[config.mk]
export PLATFORM = sky130hd
export DESIGN_NAME = majority_trigger
export DESIGN_NICKNAME = d
export VERILOG_FILES = /design/src/rtl/mjt_pkg.sv /design/src/rtl/mjt_delay_line.sv /design/src/rtl/mjt_kofn.sv /design/src/rtl/majority_trigger.sv
export SDC_FILE = /design/constraint.sdc
export NUM_CORES = 2
export LEC_CHECK = 0
export CAP_MARGIN = 5
export CORE_MARGIN = 10
export CORE_UTILIZATION = 63
export DETAILED_ROUTE_END_ITERATION = 8
export DONT_BUFFER_PORTS = 1
export HOLD_SLACK_MARGIN = 0.02
export PLACE_DENSITY = 0.9
export SLEW_MARGIN = 25
export SYNTH_ARGS = -nofsm -noshare
export SYNTH_HDL_FRONTEND = slang
export SYNTH_HIERARCHICAL = 1
export SYNTH_SLANG_ARGS = --single-unit
[constraint.sdc]
create_clock -name clk -period 4.7 [get_ports clk]
set_input_delay 0.94 -clock clk [delete_from_list [all_inputs] [get_ports clk]]
set_output_delay 0.94 -clock clk [all_outputs]
set_load 0.02 [all_outputs]
[src/rtl/mjt_pkg.sv]
package mjt_pkg;
    localparam int NUM_LAYERS = 4;
    localparam int MODE_W     = 3;

    typedef enum logic [MODE_W-1:0] {
        MODE_WIRE_3OF4  = 3'd0,
        MODE_WIRE_2OF3  = 3'd1,
        MODE_STRIP_3OF4 = 3'd2,
        MODE_STRIP_2OF3 = 3'd3,
        MODE_INNER_1OF2 = 3'd4
    } trig_mode_e;

    localparam logic [MODE_W-1:0] MODE_LAST = 3'd4;
endpackage

[src/rtl/mjt_delay_line.sv]
module mjt_delay_line #(
    parameter int W     = 20,
    parameter int DLY_W = 3
) (
    input  logic             clk,
    input  logic             rst_n,
    input  logic [DLY_W-1:0] dly,
    input  logic [W-1:0]     din,
    output logic [W-1:0]     dout
);
    localparam int NTAP  = 1 << DLY_W;
    localparam int DEPTH = NTAP - 1;

    logic [W-1:0] sr_q [DEPTH];
    logic [W-1:0] sr_d [DEPTH];
    logic [W-1:0] taps [NTAP];

    always_comb begin
        sr_d[0] = din;
        for (int i = 1; i < DEPTH; i++) begin
            sr_d[i] = sr_q[i-1];
        end
    end

    always_ff @(posedge clk) begin
        if (!rst_n) begin
            for (int i = 0; i < DEPTH; i++) begin
                sr_q[i] <= '0;
            end
        end else begin
            sr_q <= sr_d;
        end
    end

    always_comb begin
        taps[0] = din;
        for (int i = 1; i < NTAP; i++) begin
            taps[i] = sr_q[i-1];
        end
    end

    assign dout = taps[dly];

    // checker state: set once a real input sample has been captured
    logic past_ok_q;
    always_ff @(posedge clk) begin
        if (!rst_n) past_ok_q <= 1'b0;
        else        past_ok_q <= 1'b1;
    end

    assert_delay_one_R7: assert property (@(posedge clk) disable iff (!rst_n)
        (past_ok_q && dly == DLY_W'(1) && $past(dly) == DLY_W'(1)) |-> (dout == $past(din)));
endmodule

[src/rtl/mjt_kofn.sv]
module mjt_kofn #(
    parameter int W = 20,
    parameter int N = 4,
    parameter int K = 3
) (
    input  logic [N*W-1:0] lay_flat,
    output logic [W-1:0]   hit
);
    localparam int CW = $clog2(N + 1);

    logic [W-1:0] spread [N];

    for (genvar l = 0; l < N; l++) begin : g_spread
        logic [W-1:0] lay;
        assign lay       = lay_flat[l*W +: W];
        assign spread[l] = lay | (lay << 1) | (lay >> 1);
    end

    always_comb begin
        logic [CW-1:0] cnt;
        for (int i = 0; i < W; i++) begin
            cnt = '0;
            for (int l = 0; l < N; l++) begin
                cnt = cnt + CW'(spread[l][i]);
            end
            hit[i] = (cnt >= CW'(K));
        end
    end
endmodule

[src/rtl/majority_trigger.sv]
module majority_trigger
    import mjt_pkg::*;
#(
    parameter int CH    = 20,
    parameter int DLY_W = 3
) (
    input  logic                       clk,
    input  logic                       rst_n,
    input  logic [MODE_W-1:0]          mode,
    input  logic [NUM_LAYERS*DLY_W-1:0] wire_dly,
    input  logic [NUM_LAYERS*DLY_W-1:0] strip_dly,
    input  logic [DLY_W-1:0]           inner_dly,
    input  logic [NUM_LAYERS*CH-1:0]   wire_hit,
    input  logic [NUM_LAYERS*CH-1:0]   strip_hit,
    input  logic [CH-1:0]              inner_hit,
    output logic [CH-1:0]              coin,
    output logic [MODE_W-1:0]          type_code
);
    typedef struct packed {
        logic [CH-1:0]     coin;
        logic [MODE_W-1:0] kind;
    } out_t;

    logic [NUM_LAYERS*CH-1:0] wire_al;
    logic [NUM_LAYERS*CH-1:0] strip_al;
    logic [CH-1:0]            inner_al;

    for (genvar l = 0; l < NUM_LAYERS; l++) begin : g_layer
        mjt_delay_line #(.W(CH), .DLY_W(DLY_W)) u_wire_dl (
            .clk  (clk),
            .rst_n(rst_n),
            .dly  (wire_dly[l*DLY_W +: DLY_W]),
            .din  (wire_hit[l*CH +: CH]),
            .dout (wire_al[l*CH +: CH])
        );
        mjt_delay_line #(.W(CH), .DLY_W(DLY_W)) u_strip_dl (
            .clk  (clk),
            .rst_n(rst_n),
            .dly  (strip_dly[l*DLY_W +: DLY_W]),
            .din  (strip_hit[l*CH +: CH]),
            .dout (strip_al[l*CH +: CH])
        );
    end

    mjt_delay_line #(.W(CH), .DLY_W(DLY_W)) u_inner_dl (
        .clk  (clk),
        .rst_n(rst_n),
        .dly  (inner_dly),
        .din  (inner_hit),
        .dout (inner_al)
    );

    logic [CH-1:0] w34_hit, w23_hit, s34_hit, s23_hit, w12_hit;
    logic          inner_any;

    mjt_kofn #(.W(CH), .N(4), .K(3)) u_w34 (.lay_flat(wire_al),                .hit(w34_hit));
    mjt_kofn #(.W(CH), .N(3), .K(2)) u_w23 (.lay_flat(wire_al[3*CH-1:0]),     .hit(w23_hit));
    mjt_kofn #(.W(CH), .N(4), .K(3)) u_s34 (.lay_flat(strip_al),               .hit(s34_hit));
    mjt_kofn #(.W(CH), .N(3), .K(2)) u_s23 (.lay_flat(strip_al[3*CH-1:0]),    .hit(s23_hit));
    mjt_kofn #(.W(CH), .N(2), .K(1)) u_w12 (.lay_flat(wire_al[2*CH-1:0]),     .hit(w12_hit));

    assign inner_any = |inner_al;

    out_t out_d, out_q;

    always_comb begin
        out_d = '0;
        case (mode)
            MODE_WIRE_3OF4:  begin out_d.coin = w34_hit; out_d.kind = 3'd1; end
            MODE_WIRE_2OF3:  begin out_d.coin = w23_hit; out_d.kind = 3'd2; end
            MODE_STRIP_3OF4: begin out_d.coin = s34_hit; out_d.kind = 3'd3; end
            MODE_STRIP_2OF3: begin out_d.coin = s23_hit; out_d.kind = 3'd4; end
            MODE_INNER_1OF2: begin
                out_d.coin = w12_hit & {CH{inner_any}};
                out_d.kind = 3'd5;
            end
            default: out_d = '0;
        endcase
    end

    always_ff @(posedge clk) begin
        if (!rst_n) out_q <= '0;
        else        out_q <= out_d;
    end

    assign coin      = out_q.coin;
    assign type_code = out_q.kind;

    assert_illegal_zero_R10: assert property (@(posedge clk) disable iff (!rst_n)
        (mode > MODE_LAST) |=> (coin == '0 && type_code == '0));

    assert_type_code_R9: assert property (@(posedge clk) disable iff (!rst_n)
        (mode <= MODE_LAST) |=> (type_code == $past(mode) + 3'd1));

    assert_coin_typed_R9: assert property (@(posedge clk) disable iff (!rst_n)
        (|coin) |-> (type_code != '0));

    assert_inner_gate_R5: assert property (@(posedge clk) disable iff (!rst_n)
        (mode == MODE_INNER_1OF2 && !inner_any) |=> (coin == '0));
endmodule

# ---- After elaboration in Yosys (flattened, before gate mapping)
# Cells that the tools add are included.
dict set report word_totals {
  regBits 1283
  wordCells 434
  inputBits 212
}
dict set report classes {
  eq_ne 4
  n_bitwise 26
  n_addsub 200
  n_reduce_logical 2
  mux 28
  n_lt_le_gt_ge 109
}
# op count
set ops {}
lappend ops {{binary-select mux 20 bit (select 3 bit)} 9}
lappend ops {{two-way mux 20 bit} 18}
lappend ops {{adder 3 x 1 -> 3 bit} 76}
lappend ops {{adder 1 x 1 -> 2 bit} 80}
lappend ops {{OR 20 x 19 -> 20 bit} 8}
lappend ops {{OR 20 bit} 8}
lappend ops {{greater-or-equal comparator 3 x 2 -> 1 bit, second input constant} 40}
lappend ops {{one-hot mux 23 bit (5 select lines)} 1}
lappend ops {{adder 2 x 1 -> 2 bit} 40}
lappend ops {{greater-or-equal comparator 2 bit, second input constant} 40}
lappend ops {{greater-or-equal comparator 2 x 1 -> 1 bit, second input constant} 20}
lappend ops {{greater-or-equal comparator 4 bit, second input constant} 9}
lappend ops {{inverter 3 -> 4 bit} 9}
lappend ops {{bitwise AND 20 bit} 1}
lappend ops {{OR reduction 20 bit} 1}
lappend ops {{adder 2 x 1 -> 3 bit} 4}
lappend ops {{== test 3 x 2 -> 1 bit, second input constant} 2}
lappend ops {{== test 3 x 1 -> 1 bit, second input constant} 1}
lappend ops {{== test 3 bit, second input constant} 1}
lappend ops {{logical NOT 3 bit} 1}

# ---- Depth between registers and ports, before layout
dict set report logic_depth {
  depth_word 11
  depth_mapped 15
  ltp_nobuf 13
}

# ---- By module
# Netlist, hierarchy kept.
# module cells_each area_each_um2 instances seq_area_each_um2
set modules_own_cells {}
lappend modules_own_cells {mjt_delay_line 366 5089.9 9 2802.7}
lappend modules_own_cells {{mjt_kofn (u_s34 ...)} 202 1654.1 2 0.0}
lappend modules_own_cells {{mjt_kofn (u_s23 ...)} 118 770.7 2 0.0}
lappend modules_own_cells {majority_trigger 116 1350.0 1 460.4}
lappend modules_own_cells {{mjt_kofn (u_w12)} 40 197.7 1 0.0}

# ---- Least setup slack after synthesis
# OpenSTA, ideal clock, no wires.
dict set report synth_timing {
  path_kind {input-to-reg}
  from {in strip_dly[3]}
  to {reg out_q, in the netlist coin[19]}
  required_ns 4.575
  path_slack_ns 0.495
  stages 15
  n_path_buf 2
  t_arrival_ns 4.080
  cell_sequence {buf_6 -> buf_6 -> mux4_1 -> mux2_2 -> or2_2 -> ha_1 -> inv_1 -> fa_1 -> inv_1 -> ha_1 -> nor3b_1 -> or2_2 -> a22o_1 -> a221oi_2 -> o2bb2ai_1}
}
dict set report synth_between {
  elab_chain_len 11
}
# element line_no
set synth_rtl {}
lappend synth_rtl {{from (decl)} majority_trigger.sv:11} ;# input logic [NUM_LAYERS*DLY_W-1:0] strip_dly,
lappend synth_rtl {{inverter 3 -> 4 bit (not written as such)} mjt_delay_line.sv:42} ;# assign dout = taps[dly];
lappend synth_rtl {{binary-select mux 20 bit (select 3 bit)} mjt_delay_line.sv:42}
lappend synth_rtl {{two-way mux 20 bit (not written as such) (2 in series)} mjt_delay_line.sv:42}
lappend synth_rtl {{net strip_al[39]} majority_trigger.sv:25} ;# logic [NUM_LAYERS*CH-1:0] strip_al;
lappend synth_rtl {{OR 20 bit} mjt_kofn.sv:16} ;# assign spread[l] = lay | (lay << 1) | (lay >> 1);
lappend synth_rtl {{OR 20 x 19 -> 20 bit} mjt_kofn.sv:16}
lappend synth_rtl {{adder 1 x 1 -> 2 bit} mjt_kofn.sv:24} ;# cnt = cnt + CW'(spread[l][i]);
lappend synth_rtl {{adder 2 x 1 -> 3 bit} mjt_kofn.sv:24}
lappend synth_rtl {{adder 3 x 1 -> 3 bit} mjt_kofn.sv:24}
lappend synth_rtl {{greater-or-equal comparator 3 x 2 -> 1 bit} mjt_kofn.sv:26} ;# hit[i] = (cnt >= CW'(K));
lappend synth_rtl {{net s34_hit[19]} majority_trigger.sv:53} ;# logic [CH-1:0] w34_hit, w23_hit, s34_hit, s23_hit, w12_hit;
lappend synth_rtl {{one-hot mux 23 bit (5 select lines)} majority_trigger.sv:68} ;# case (mode)
lappend synth_rtl {{to (signal assigned)} majority_trigger.sv:83} ;# else out_q <= out_d;
lappend synth_rtl {{to (decl)} majority_trigger.sv:64} ;# out_t out_d, out_q;
# The timed path passes the listed nets, and every way through them passes these cells. The select of a mux whose other input is x is not followed.
# A chain may end at the register's enable or synchronous reset.

==> results.toml <==
[clocking]
clk_latency_ns = 0.71
clockBufferDepth = 3
cts_resized = 0
cts_tree = "yes"
hold_buffers = 0
clkTransAtPathRegs_ns = 0.06
cts_setup_buffers = 0
root_buffer = "clkbuf_16"
numCtsBuffers = 118
clock_sinks = 1283
htreeDepth = 3

[global_routing]
use_met2 = 0.3993
grt_usage = 0.2322
use_met1 = 0.2760
antenna_found_initial = 23
grt_util_met3 = 0.05639
busiest_layer = "met2"
grt_max_degree = 1264
grt_pass1_wl_um = 172900
grt_pass1_vias = 30660
overflow = 0

[logic_synthesis]
synth.avg_cell_area_um2 = 12.76
syn_inst = 4090
synth-edff-count = 0
synthFlopType = "dfxtp_1"
ys_async_sr_fraction = 0
syn_nets = 4466
synth.distinct_cells = 38
synth_seq_cells = 1283
yosys_warnings = 6
yosysSeqAreaShare = 0.4920
syn_area_mm2 = 0.05221

[sta]
fin_crit_sh = 1.240
hold_viol_final = 0
fin_crit_ns = 5.830
setup_viol = 21
max_slew.worst_pin.slew_ns = 5.152
rsz0062_at_grt = "false"
layout_setup_ws_ns = -1.130
slew_headroom = -2.435
max_freq_mhz = 171.5
fin_worst_skew_ns = 0.03566
slew_violations = 999

[min_path]
min_path_cells = 1
min-delay-path-class = "input port to register"

[placement]
portBuffers = 0
placed_cell_area_mm2 = 0.05231
hpwl_um = 74430
dp_slack_ns = 0.4964
gp_congestion = 0.8999

[floorplan]
boundaryPins = 235
start_util = 0.6358
die_w_um = 307.9
dieArea_mm2 = 0.09478
fp-row-count = 105
core_area_mm2 = 0.08211
die_h_um = 307.9

[job]
max_cap_viol_count = 0

[finish]
filler_cell_count = 5229
nNetsFinal = 4349
ff_latch_area_mm2 = 0.02568
layout_commonest_cell = "dfxtp_1"
area_growth_pct = 8.010
drive_gt1_frac = 0.1050
fin_area_mm2 = 0.05639
final_cell_mix = "dfxtp_1 (1,283), and2_1 (1,260), mux4_1 (360)"
multiInputGateArea_mm2 = 0.02493

[detailed_routing]
vias_per_cell = 5.839
drt_iter0_drc = 2768
wire_per_inst_um = 21.84
post-route-drc-count = 0
antenna_left = 0
vias = 30140
routed_wl_um = 112700
dr.pass1.iters = 5

[critical_path]
worst-path-max-fanout = 1263
cp.required_ns = 5.21
start_kind = "input port"
reg2regPathDepth = 11
worstSetupEndpointType = "register"
arrival_ns = 6.34
critical_path_class = "input port to register"

[outcome]
violations = "max-slew violations, negative setup slack"
outcome = "finished, violations left"

[power]
p_leak_nw = 25.34
powerDensity_mw_per_mm2 = 409.9
ir_drop_v = 0.0003446
-- power breakdown --
group | total [mW] | switching [mW] | leakage (nW) | internal (mW)
Sequential | 11.3 | 0.154 | 10.4 | 11.1
Combinational | 2.06 | 1.00 | 12.9 | 1.05
Clock | 9.77 | 4.13 | 1.98 | 5.64
Total | 23.1 | 5.29 | 25.3 | 17.8
-- flip-flops by register name, indices dropped and copies added (netlist names) --
signal,cells
g_layer.u_strip_dl/sr_q,80
coin,20
g_layer.u_wire_dl/sr_d,480
g_layer.u_wire_dl/sr_q,80
type_code,3
g_layer.u_strip_dl/sr_d,480
u_inner_dl/sr_d,120
u_inner_dl/sr_q,20
-- logic make-up after synthesis --
group | count (synthesis) | share of synthesized area
AOI/OAI and AO/OA | 106 | 0.01893
muxes | 540 | 0.2200
and+or+nand+nor | 1673 | 0.1932
DFF | 1283 | 0.4920
adders and majority gates | 164 | 0.04506
buffers and inverters | 324 | 0.03082
-- routing by layer --
layer  wire [um]  up-vias  share of wire
met2       55870      845           0.50
met4        4690       22          0.042
met1       43860    14780           0.39
li1            -    14240              -
met3        8180      252          0.073
met5         137        -         0.0012
-- path summary, 6_finish.rpt --
kind | slack [ns] | from | end
worst min-delay path | 0.31 | mode[0] | type_code[0]$_SDFF_PN0_
worst max-delay path | -1.13 | rst_n | coin[18]$_SDFF_PN0_
worst min register to register | 0.43 | g_layer[0].u_wire_dl/sr_d[20]$_SDFF_PN0_ | g_layer[0].u_wire_dl/sr_d[0]$_SDFF_PN0_
worst max register to register | 1.20 | g_layer[3].u_strip_dl/sr_d[15]$_SDFF_PN0_ | coin[16]$_SDFF_PN0_
-- synth_stat cells, drive strengths merged (2+ instances only) --
library cell,instances,area (um^2)
dfxtp,1283,25680
and2,1260,7883
mux4,360,9459
mux2,180,2027
clkbuf,172,645.6
ha,124,1551
or3,114,713.2
nor3,101,510.5
nor2,100,375.4
inv,78,292.8
buf,73,651.9
nor4,48,300.3
fa,40,800.8
a21o,38,285.3
or2,22,137.6
a221oi,20,300.3
a22o,20,183.9
o2bb2ai,20,175.2
nand2,13,48.80
o21ai,5,25.02
nand2b,4,25.02
nor3b,4,40.03
or4,3,30.03
and3,2,12.51
nand3,2,10.01
-- worst max-delay path, cell delays in order --
cell	delay, ns
nand3_1	2.43
a31oi_2	0.05
buf_4	0.29
o2bb2ai_1	0.17
-- cell type report --
class,instances,area share
multi-input cells,2483,0.4421
clock buffers,174,0.06195
well taps,1070,0.02374
repair buffers,9,0.001198
diodes,24,0.001065
inverters,78,0.005192
clock inverters,41,0.009231
flip-flops and latches,1283,0.4555
-- metrics by stage --
stage          hold WS (ns)  power, mW    util  TNS, ns  instances
2_1_floorplan        0.4208      13.21       -        0       4090
3_3_place_gp         0.4230      13.41  0.6371        0       4923
3_5_place_dp         0.4311      13.50  0.6371        0       4923
4_1_cts              0.2740      23.21  0.6860        0       5138
5_1_grt              0.2897      23.90  0.6866        0       5156
6_report             0.3097      23.11  0.6867   -22.79       5162
Power figures use the tool's default switching activity.
